**config.mk**
```make
export PLATFORM = sky130hd
export DESIGN_NAME = alu8
export DESIGN_NICKNAME = d
export VERILOG_FILES = /design/src/rtl/alu8_pkg.sv /design/src/rtl/alu8_ctrl.sv /design/src/rtl/alu8_adder.sv /design/src/rtl/alu8_datapath.sv /design/src/rtl/alu8.sv
export SDC_FILE = /design/constraint.sdc
export NUM_CORES = 1
export LEC_CHECK = 0
export BUFFER_PORTS_ARGS = -buffer_cell sky130_fd_sc_hd__buf_2
export CORE_ASPECT_RATIO = 0.6
export CORE_MARGIN = 4
export CORE_UTILIZATION = 54
export DETAILED_ROUTE_END_ITERATION = 10
export PLACE_DENSITY = 0.85
export SYNTH_ARGS = -nofsm -noshare
export SYNTH_HDL_FRONTEND = slang
export SYNTH_HIERARCHICAL = 1
export SYNTH_SLANG_ARGS = --single-unit
```
**constraint.sdc**
```tcl
create_clock -name vclk -period 4.6
set_clock_uncertainty 0.15 [all_clocks]
set_input_delay 0.69 -clock vclk [all_inputs]
set_output_delay 0.69 -clock vclk [all_outputs]
set_load 0.005 [all_outputs]
```
**src/rtl/alu8_pkg.sv**
```systemverilog
package alu8_pkg;

  typedef enum logic [3:0] {
    OP_ADC  = 4'd0,
    OP_SBC  = 4'd1,
    OP_CMP  = 4'd2,
    OP_BIT  = 4'd3,
    OP_AND  = 4'd4,
    OP_OR   = 4'd5,
    OP_XOR  = 4'd6,
    OP_ASL  = 4'd7,
    OP_LSR  = 4'd8,
    OP_ROL  = 4'd9,
    OP_ROR  = 4'd10,
    OP_INC  = 4'd11,
    OP_DEC  = 4'd12,
    OP_PASS = 4'd13
  } aluOp_e;

  typedef enum logic [2:0] {
    UNIT_ADD   = 3'd0,
    UNIT_LOGIC = 3'd1,
    UNIT_SHIFT = 3'd2,
    UNIT_STEP  = 3'd3,
    UNIT_PASS  = 3'd4
  } aluUnit_e;

  typedef enum logic [1:0] {
    LOGIC_AND = 2'd0,
    LOGIC_OR  = 2'd1,
    LOGIC_XOR = 2'd2
  } logicFn_e;

  typedef struct packed {
    aluUnit_e unit;
    logic     invertM;
    logic     forceCarry;
    logicFn_e logicFn;
    logic     shiftRight;
    logic     rotate;
    logic     stepDown;
    logic     bitTest;
    logic     writeC;
    logic     writeV;
    logic     writeRes;
  } aluCtrl_t;

endpackage

```
**src/rtl/alu8_ctrl.sv**
```systemverilog
module alu8_ctrl
  import alu8_pkg::*;
(
  input  logic [3:0] opSel_i,
  output aluCtrl_t   ctrl_o
);

  always_comb begin
    ctrl_o            = '0;
    ctrl_o.unit       = UNIT_PASS;
    ctrl_o.logicFn    = LOGIC_AND;
    ctrl_o.writeRes   = 1'b1;
    case (opSel_i)
      OP_ADC: begin
        ctrl_o.unit   = UNIT_ADD;
        ctrl_o.writeC = 1'b1;
        ctrl_o.writeV = 1'b1;
      end
      OP_SBC: begin
        ctrl_o.unit    = UNIT_ADD;
        ctrl_o.invertM = 1'b1;
        ctrl_o.writeC  = 1'b1;
        ctrl_o.writeV  = 1'b1;
      end
      OP_CMP: begin
        ctrl_o.unit       = UNIT_ADD;
        ctrl_o.invertM    = 1'b1;
        ctrl_o.forceCarry = 1'b1;
        ctrl_o.writeC     = 1'b1;
        ctrl_o.writeRes   = 1'b0;
      end
      OP_BIT: begin
        ctrl_o.unit     = UNIT_LOGIC;
        ctrl_o.logicFn  = LOGIC_AND;
        ctrl_o.bitTest  = 1'b1;
        ctrl_o.writeV   = 1'b1;
        ctrl_o.writeRes = 1'b0;
      end
      OP_AND: begin
        ctrl_o.unit    = UNIT_LOGIC;
        ctrl_o.logicFn = LOGIC_AND;
      end
      OP_OR: begin
        ctrl_o.unit    = UNIT_LOGIC;
        ctrl_o.logicFn = LOGIC_OR;
      end
      OP_XOR: begin
        ctrl_o.unit    = UNIT_LOGIC;
        ctrl_o.logicFn = LOGIC_XOR;
      end
      OP_ASL: begin
        ctrl_o.unit   = UNIT_SHIFT;
        ctrl_o.writeC = 1'b1;
      end
      OP_LSR: begin
        ctrl_o.unit       = UNIT_SHIFT;
        ctrl_o.shiftRight = 1'b1;
        ctrl_o.writeC     = 1'b1;
      end
      OP_ROL: begin
        ctrl_o.unit   = UNIT_SHIFT;
        ctrl_o.rotate = 1'b1;
        ctrl_o.writeC = 1'b1;
      end
      OP_ROR: begin
        ctrl_o.unit       = UNIT_SHIFT;
        ctrl_o.shiftRight = 1'b1;
        ctrl_o.rotate     = 1'b1;
        ctrl_o.writeC     = 1'b1;
      end
      OP_INC: begin
        ctrl_o.unit = UNIT_STEP;
      end
      OP_DEC: begin
        ctrl_o.unit     = UNIT_STEP;
        ctrl_o.stepDown = 1'b1;
      end
      default: begin
        ctrl_o.unit = UNIT_PASS;
      end
    endcase
  end

endmodule

```
**src/rtl/alu8_adder.sv**
```systemverilog
module alu8_adder #(
  parameter int WIDTH = 8
) (
  input  logic [WIDTH-1:0] a_i,
  input  logic [WIDTH-1:0] b_i,
  input  logic             cin_i,
  output logic [WIDTH-1:0] sum_o,
  output logic             cout_o,
  output logic             ovf_o
);

  localparam int MSB = WIDTH - 1;

  logic [WIDTH:0] wideSum;

  always_comb begin
    wideSum = {1'b0, a_i} + {1'b0, b_i} + {{WIDTH{1'b0}}, cin_i};
    sum_o   = wideSum[WIDTH-1:0];
    cout_o  = wideSum[WIDTH];
    // Signed overflow: like-signed inputs produce a sum of the other sign.
    ovf_o   = (a_i[MSB] == b_i[MSB]) && (sum_o[MSB] != a_i[MSB]);
  end

endmodule

```
**src/rtl/alu8_datapath.sv**
```systemverilog
module alu8_datapath
  import alu8_pkg::*;
#(
  parameter int WIDTH = 8
) (
  input  aluCtrl_t         ctrl_i,
  input  logic [WIDTH-1:0] opA_i,
  input  logic [WIDTH-1:0] opM_i,
  input  logic             carry_i,
  input  logic             ovf_i,
  output logic [WIDTH-1:0] result_o,
  output logic             carry_o,
  output logic             zero_o,
  output logic             ovf_o,
  output logic             sign_o,
  output logic             writeEn_o
);

  localparam int MSB = WIDTH - 1;

  logic [WIDTH-1:0] addB;
  logic             addCin;
  logic [WIDTH-1:0] addSum;
  logic             addCout;
  logic             addOvf;
  logic [WIDTH-1:0] logicRes;
  logic [WIDTH-1:0] shiftRes;
  logic             shiftCout;
  logic             shiftFill;
  logic [WIDTH-1:0] stepRes;
  logic             newCarry;
  logic             newOvf;

  assign addB   = ctrl_i.invertM ? ~opM_i : opM_i;
  assign addCin = ctrl_i.forceCarry ? 1'b1 : carry_i;

  alu8_adder #(.WIDTH(WIDTH)) u_adder (
    .a_i    (opA_i),
    .b_i    (addB),
    .cin_i  (addCin),
    .sum_o  (addSum),
    .cout_o (addCout),
    .ovf_o  (addOvf)
  );

  always_comb begin
    case (ctrl_i.logicFn)
      LOGIC_OR:  logicRes = opA_i | opM_i;
      LOGIC_XOR: logicRes = opA_i ^ opM_i;
      default:   logicRes = opA_i & opM_i;
    endcase
  end

  always_comb begin
    shiftFill = ctrl_i.rotate ? carry_i : 1'b0;
    if (ctrl_i.shiftRight) begin
      shiftRes  = {shiftFill, opA_i[MSB:1]};
      shiftCout = opA_i[0];
    end else begin
      shiftRes  = {opA_i[MSB-1:0], shiftFill};
      shiftCout = opA_i[MSB];
    end
  end

  assign stepRes = ctrl_i.stepDown ? opA_i - {{(WIDTH-1){1'b0}}, 1'b1}
                                   : opA_i + {{(WIDTH-1){1'b0}}, 1'b1};

  always_comb begin
    result_o = opA_i;
    newCarry = carry_i;
    newOvf   = addOvf;
    case (ctrl_i.unit)
      UNIT_ADD: begin
        result_o = addSum;
        newCarry = addCout;
      end
      UNIT_LOGIC: begin
        result_o = logicRes;
        newOvf   = opM_i[MSB-1];
      end
      UNIT_SHIFT: begin
        result_o = shiftRes;
        newCarry = shiftCout;
      end
      UNIT_STEP: result_o = stepRes;
      default:   result_o = opA_i;
    endcase
  end

  always_comb begin
    zero_o    = (result_o == '0);
    sign_o    = ctrl_i.bitTest ? opM_i[MSB] : result_o[MSB];
    carry_o   = ctrl_i.writeC ? newCarry : carry_i;
    ovf_o     = ctrl_i.writeV ? newOvf : ovf_i;
    writeEn_o = ctrl_i.writeRes;
  end

endmodule

```
**src/rtl/alu8.sv**
```systemverilog
module alu8
  import alu8_pkg::*;
#(
  parameter int WIDTH = 8
) (
  input  logic [3:0]       opSel_i,
  input  logic [WIDTH-1:0] opA_i,
  input  logic [WIDTH-1:0] opM_i,
  input  logic             carry_i,
  input  logic             zero_i,
  input  logic             ovf_i,
  input  logic             sign_i,
  input  logic             decimal_i,
  output logic [WIDTH-1:0] result_o,
  output logic             carry_o,
  output logic             zero_o,
  output logic             ovf_o,
  output logic             sign_o,
  output logic             writeEn_o
);

  aluCtrl_t ctrl;

  // Every operation recomputes zero and sign; binary arithmetic only.
  logic unusedIn;
  assign unusedIn = zero_i ^ sign_i ^ decimal_i;

  alu8_ctrl u_ctrl (
    .opSel_i (opSel_i),
    .ctrl_o  (ctrl)
  );

  alu8_datapath #(.WIDTH(WIDTH)) u_dp (
    .ctrl_i    (ctrl),
    .opA_i     (opA_i),
    .opM_i     (opM_i),
    .carry_i   (carry_i),
    .ovf_i     (ovf_i),
    .result_o  (result_o),
    .carry_o   (carry_o),
    .zero_o    (zero_o),
    .ovf_o     (ovf_o),
    .sign_o    (sign_o),
    .writeEn_o (writeEn_o)
  );

endmodule

```
; ---- After elaboration in Yosys (flattened, before gate mapping)
; Cells that the tools add are included.
[word_totals]
wordCells = 65
ff_bits = 0
inputBits = 25
out_inout_bits = 13
[classes]
n_reduce_logical = 14
add_sub_neg = 4
n_eq_ne = 19
n_bitwise = 4
n_mux = 24
[ops]
columns = op, n
row1 = one-hot mux 8 bit (4 select lines), 1
row2 = 2-to-1 mux 8 bit, 3
row3 = == test 4 bit (second input constant), 5
row4 = == test 4 x 3 -> 1 bit (second input constant), 4
row5 = 2-to-1 mux 1 bit, 16
row6 = one-hot mux 8 bit (2 select lines), 1
row7 = one-hot mux 3 bit (4 select lines), 1
row8 = OR reduction 2 bit, 5
row9 = adder 8 x 8 -> 9 bit, 1
row10 = adder 9 x 1 -> 9 bit, 1
row11 = adder 8 x 1 -> 8 bit (second input constant), 1
row12 = bitwise AND 8 bit, 1
row13 = == test 4 x 2 -> 1 bit (second input constant), 2
row14 = logical NOT 8 bit, 1
row15 = NOT 8 bit, 1
row16 = bitwise OR 8 bit, 1
row17 = OR reduction 4 bit, 2
row18 = subtractor 8 x 1 -> 8 bit (second input constant), 1
row19 = bitwise XOR 8 bit, 1
row20 = OR reduction 7 bit, 1
row21 = == test 3 x 2 -> 1 bit (second input constant), 2
row22 = OR reduction 3 bit, 2
row23 = == test 4 x 1 -> 1 bit (second input constant), 1
row24 = logical NOT 4 bit, 1
row25 = other kinds (9), 9

; ---- Depth between registers and ports, before layout
[logic_depth]
word_depth = 10
depth_mapped = 16
ltp_nobuf = 14

; ---- Cells and area by module
; Netlist, hierarchy kept.
[modules_own_cells]
columns = module, cells_each, area_each_um2, seq_area_each_um2, n_inst
row1 = alu8_datapath, 201, 1432.6, 0.0, 1
row2 = alu8_adder, 42, 336.6, 0.0, 1
row3 = alu8_ctrl, 30, 200.2, 0.0, 1

; ---- Worst setup path after synthesis
; No wires, ideal clock.
[synth_timing]
path_type = in2out
start = input opSel_i[0]
end = output zero_o
stages = 16
t_required_ps = 3760
slack_ps = 32
path_buffers = 2
arrival_time_ps = 3728
path_cell_list = buf_6 > xnor2_1 > nor3_1 > clkbuf_1 > xor2_1 > fa_1 > fa_1 > a21oi_1 > o211ai_1 > a21oi_1 > xnor2_1 > nor2_1 > a21oi_1 > a2bb2oi_1 > o2111ai_1 > nor4_4
[synth_lines]
columns = item, line_no
row1 = "start, declared", alu8.sv:6  ; input logic [3:0] opSel_i,
row2 = "end, declared", alu8.sv:16  ; output logic zero_o,

==> metrics.md <==
| Metric | Value |
|---|---|
| Status | finished with violations |
| Violated checks | negative setup slack |
| Initial DRC Count | about 250 |
| Final Cycle Share | 102% |
| Commonest non-fill, non-tap cell in the layout | inv_1 |
| Post-layout min period | about 4.7 ns |
| Register area share after synthesis | 0% |
| Sw Ratio | between 50% and 60% |
| Hold WC Path Type | in2out |
| Via count | ~2,200 |
| DRT antenna net count | 0 |
| Crit Path Max Fanout | 4 |
| Layout area overhead | 22.2% |
| GR Util All Layers | about a quarter |
| Vias in the first global route | ~2,000 |
| CTS Hold Bufs | 0 |
| Die area | between 0.004 and 0.005 mm2 |
| Placed inst area | about 0.0023 mm2 |
| Worst path cell trace | buf_8, and2b_2, and3_4, or2_4, fa_2, fa_2, a21oi_4, nor2b_1, nor3_1, nor2_1, nor2_1, a211oi_1, a211oi_1, buf_4, o2111ai_4, nor4_4, buf_2 |
| RSZ-0062 raised after global routing | yes |
| Slowest-stage cell, CP | fa_2 |
| Startpoint Class | input port |
| Slew Viols, Final | 0 |
| Residual DRC | 0 |
| Design Power | between 0.3 and 0.4 mW |
| Gr ovfl total | 0 |
| Crit path largest cell delay | around 0.40 ns |
| Largest net degree at the start of global routing | 25 |
| Area of the multi-input gates | around 0.0018 mm2 |
| Die Y | around 55 um |
| Avg Inst Size Synth | about 7.2 um2 |
| Worst VDD drop | 0.0891 mV |
| Arrival time of the worst setup path | between 3 and 4 ns |
| Total Wirelength | between 6000 and 7000 um |
| Buffers on Ports | 35 |
| Power density cells | 144 mW/mm2 |
| # Max-Cap Violations | 0 |
| Maximum clock frequency | about 210 MHz |
| Worst Setup End Kind | primary output |
| Clkbuf count | 0 |
| Register area | 0 um2 |
| Most frequent cells in the layout | inv_1 (34), buf_2 (33), ha_1 (31) |
| Final Setup Violations | 1 |
| Row count | 16 |
| NumNets Final | ~380 |
| Internal | 0.157 mW |
| Mapped Cells | between 200 and 300 |
| Worst EP required | 3.76 ns |
| Placed cell count | 362 |
| Share of cells above drive strength 1 | approximately 28% |
| Final instance area | between 0.002 and 0.0025 mm2 |
| GPL Wtd Cong | 0.956 |
| Yosys cell types | 60 |
| Syn nets | 332 |
| Clock network power share | 0% |
| Synthesis Warnings | 6 |
| Seq pwr share | 0% |
| Die width | approximately 86 um |
| Combinational group share of total power | between 90% and 100% |
| Finished Layout Cells | 365 |
| CP Class | in2out |
| Synth Cell Area | 0.00197 mm2 |
| Initial antenna violation count | 0 |
| # IOs | 38 |
| Detailed Routing Iterations Pass 1 | 4 |
| Routed len/inst | about 17 um |
| PnR worst setup slack | -0.0699 ns |
| Filler cell count | between 200 and 300 |
| Starting Density | 58.2% |
| Worst-Margin Slew | between 0.6 and 0.7 ns |
| First-pass GRT wire length | 9740 um |
| DP Wirelength | 4880 um |
| Core ar. | approximately 0.0034 mm2 |
| Seq cells | 0 |
| Vias per inst | 6.02 |
| Hold Fails Final Rpt | 0 |
| Diodes inserted | 0 |
| Static Leak | approximately 1.2 nW |
| Net Sw Power | approximately 0.19 mW |
| Max_slew headroom | 57.8% |
| Pre-CTS setup slack | -0.252 ns |
[area by class of cell]
class	instances	area share [%]
inverter	35	5.46
timing repair buffer	61	16.4
multi-input combinational	224	75.8
tap	45	2.34
[timing repair]
| action | CTS | global route |
|---|---|---|
| endpoints found under the setup margin | 2 | 3 |
| gates resized for setup | 8 | 15 |
| endpoints found under the hold margin | 0 | 0 |
| setup buffers | 1 | 2 |
| pin swaps | 4 | 17 |
[worst max-delay path, delay by kind of cell]
family | cells | cell delay, ns
compound gates | 4 | 0.62
fa+ha+maj | 2 | 0.80
buf+inv | 3 | 0.41
simple gates | 8 | 1.31
[cell families (layout without fill, tap and decap cells)]
logic type | Yosys count | count (layout) | synth area share (%)
AO/OA/AOI/OAI | 83 | 83 | 30.7
AND/OR/NAND/NOR | 77 | 77 | 20.4
multiplexers | 11 | 11 | 5.97
buffers and inverters | 49 | 96 | 11.6
adder cells (fa/ha/maj) | 35 | 35 | 23.3
XOR/XNOR | 18 | 18 | 8.01
[worst paths after layout]
check	startpoint	endpoint	slack, ns	cells past startpoint
worst max-delay path	opSel_i[0]	zero_o	-0.07	17
worst min-delay path	ovf_i	ovf_o	1.55	4
[stage by stage]
step           utilization (%)  TNS [ns]  hold WS, ns
6_report                  71.1   -0.0699         1.55
2_1_floorplan                -         0         1.33
4_1_cts                   68.5         0         1.55
3_3_place_gp              67.3    -0.218         1.54
5_1_grt                   71.1    -0.227         1.58
3_5_place_dp              67.3    -0.354         1.54
[routing by layer]
metal | share of wire [%] | GRT usage, % | wire length, um | vias up
li1 | - | - | - | 1074
met1 | 47 | 37.7 | 3010 | 1021
met2 | 45 | 43.7 | 2850 | 99
met3 | 7.7 | 1.65 | 487 | 4
met4 | 0.30 | 1.58 | 19 | 0
met5 | 0 | 0 | 0 | -
[cells in the mapped netlist, types with 2 or more instances]
cell type,n,area share [%]
o32a_1,3,1.5
o21ai_1,6,1.5
nor3_1,12,3.0
clkbuf_1,3,0.57
buf_6,3,1.7
o211ai_1,4,1.5
mux2i_1,8,4.1
inv_1,34,6.5
and3_1,3,0.95
fa_1,3,3.0
xor2_1,12,5.3
a21o_1,3,1.1
nand3_1,2,0.51
o2111ai_1,2,0.89
a21oi_1,18,4.6
o21ai_0,12,3.0
nor2_1,22,4.2
xnor2_1,6,2.7
nor2b_1,6,1.9
nand2b_1,6,1.9
or2_2,2,0.64
nand3b_1,2,0.76
a211oi_1,7,2.7
a221oi_1,5,2.2
buf_4,5,1.9
ha_1,31,20
nand2_1,14,2.7
a211o_1,2,0.89
o21a_1,3,1.1
buf_2,3,0.76
or3_1,2,0.64
[power groups by stage]
stage	combinational, mW	sequential [mW]	clock, mW
floorplan	0.203	0	0
global placement	0.295	0	0
detailed placement	0.306	0	0
CTS	0.319	0	0
global route	0.375	0	0
finish	0.346	0	0
Power figures use the tool's default switching activity.
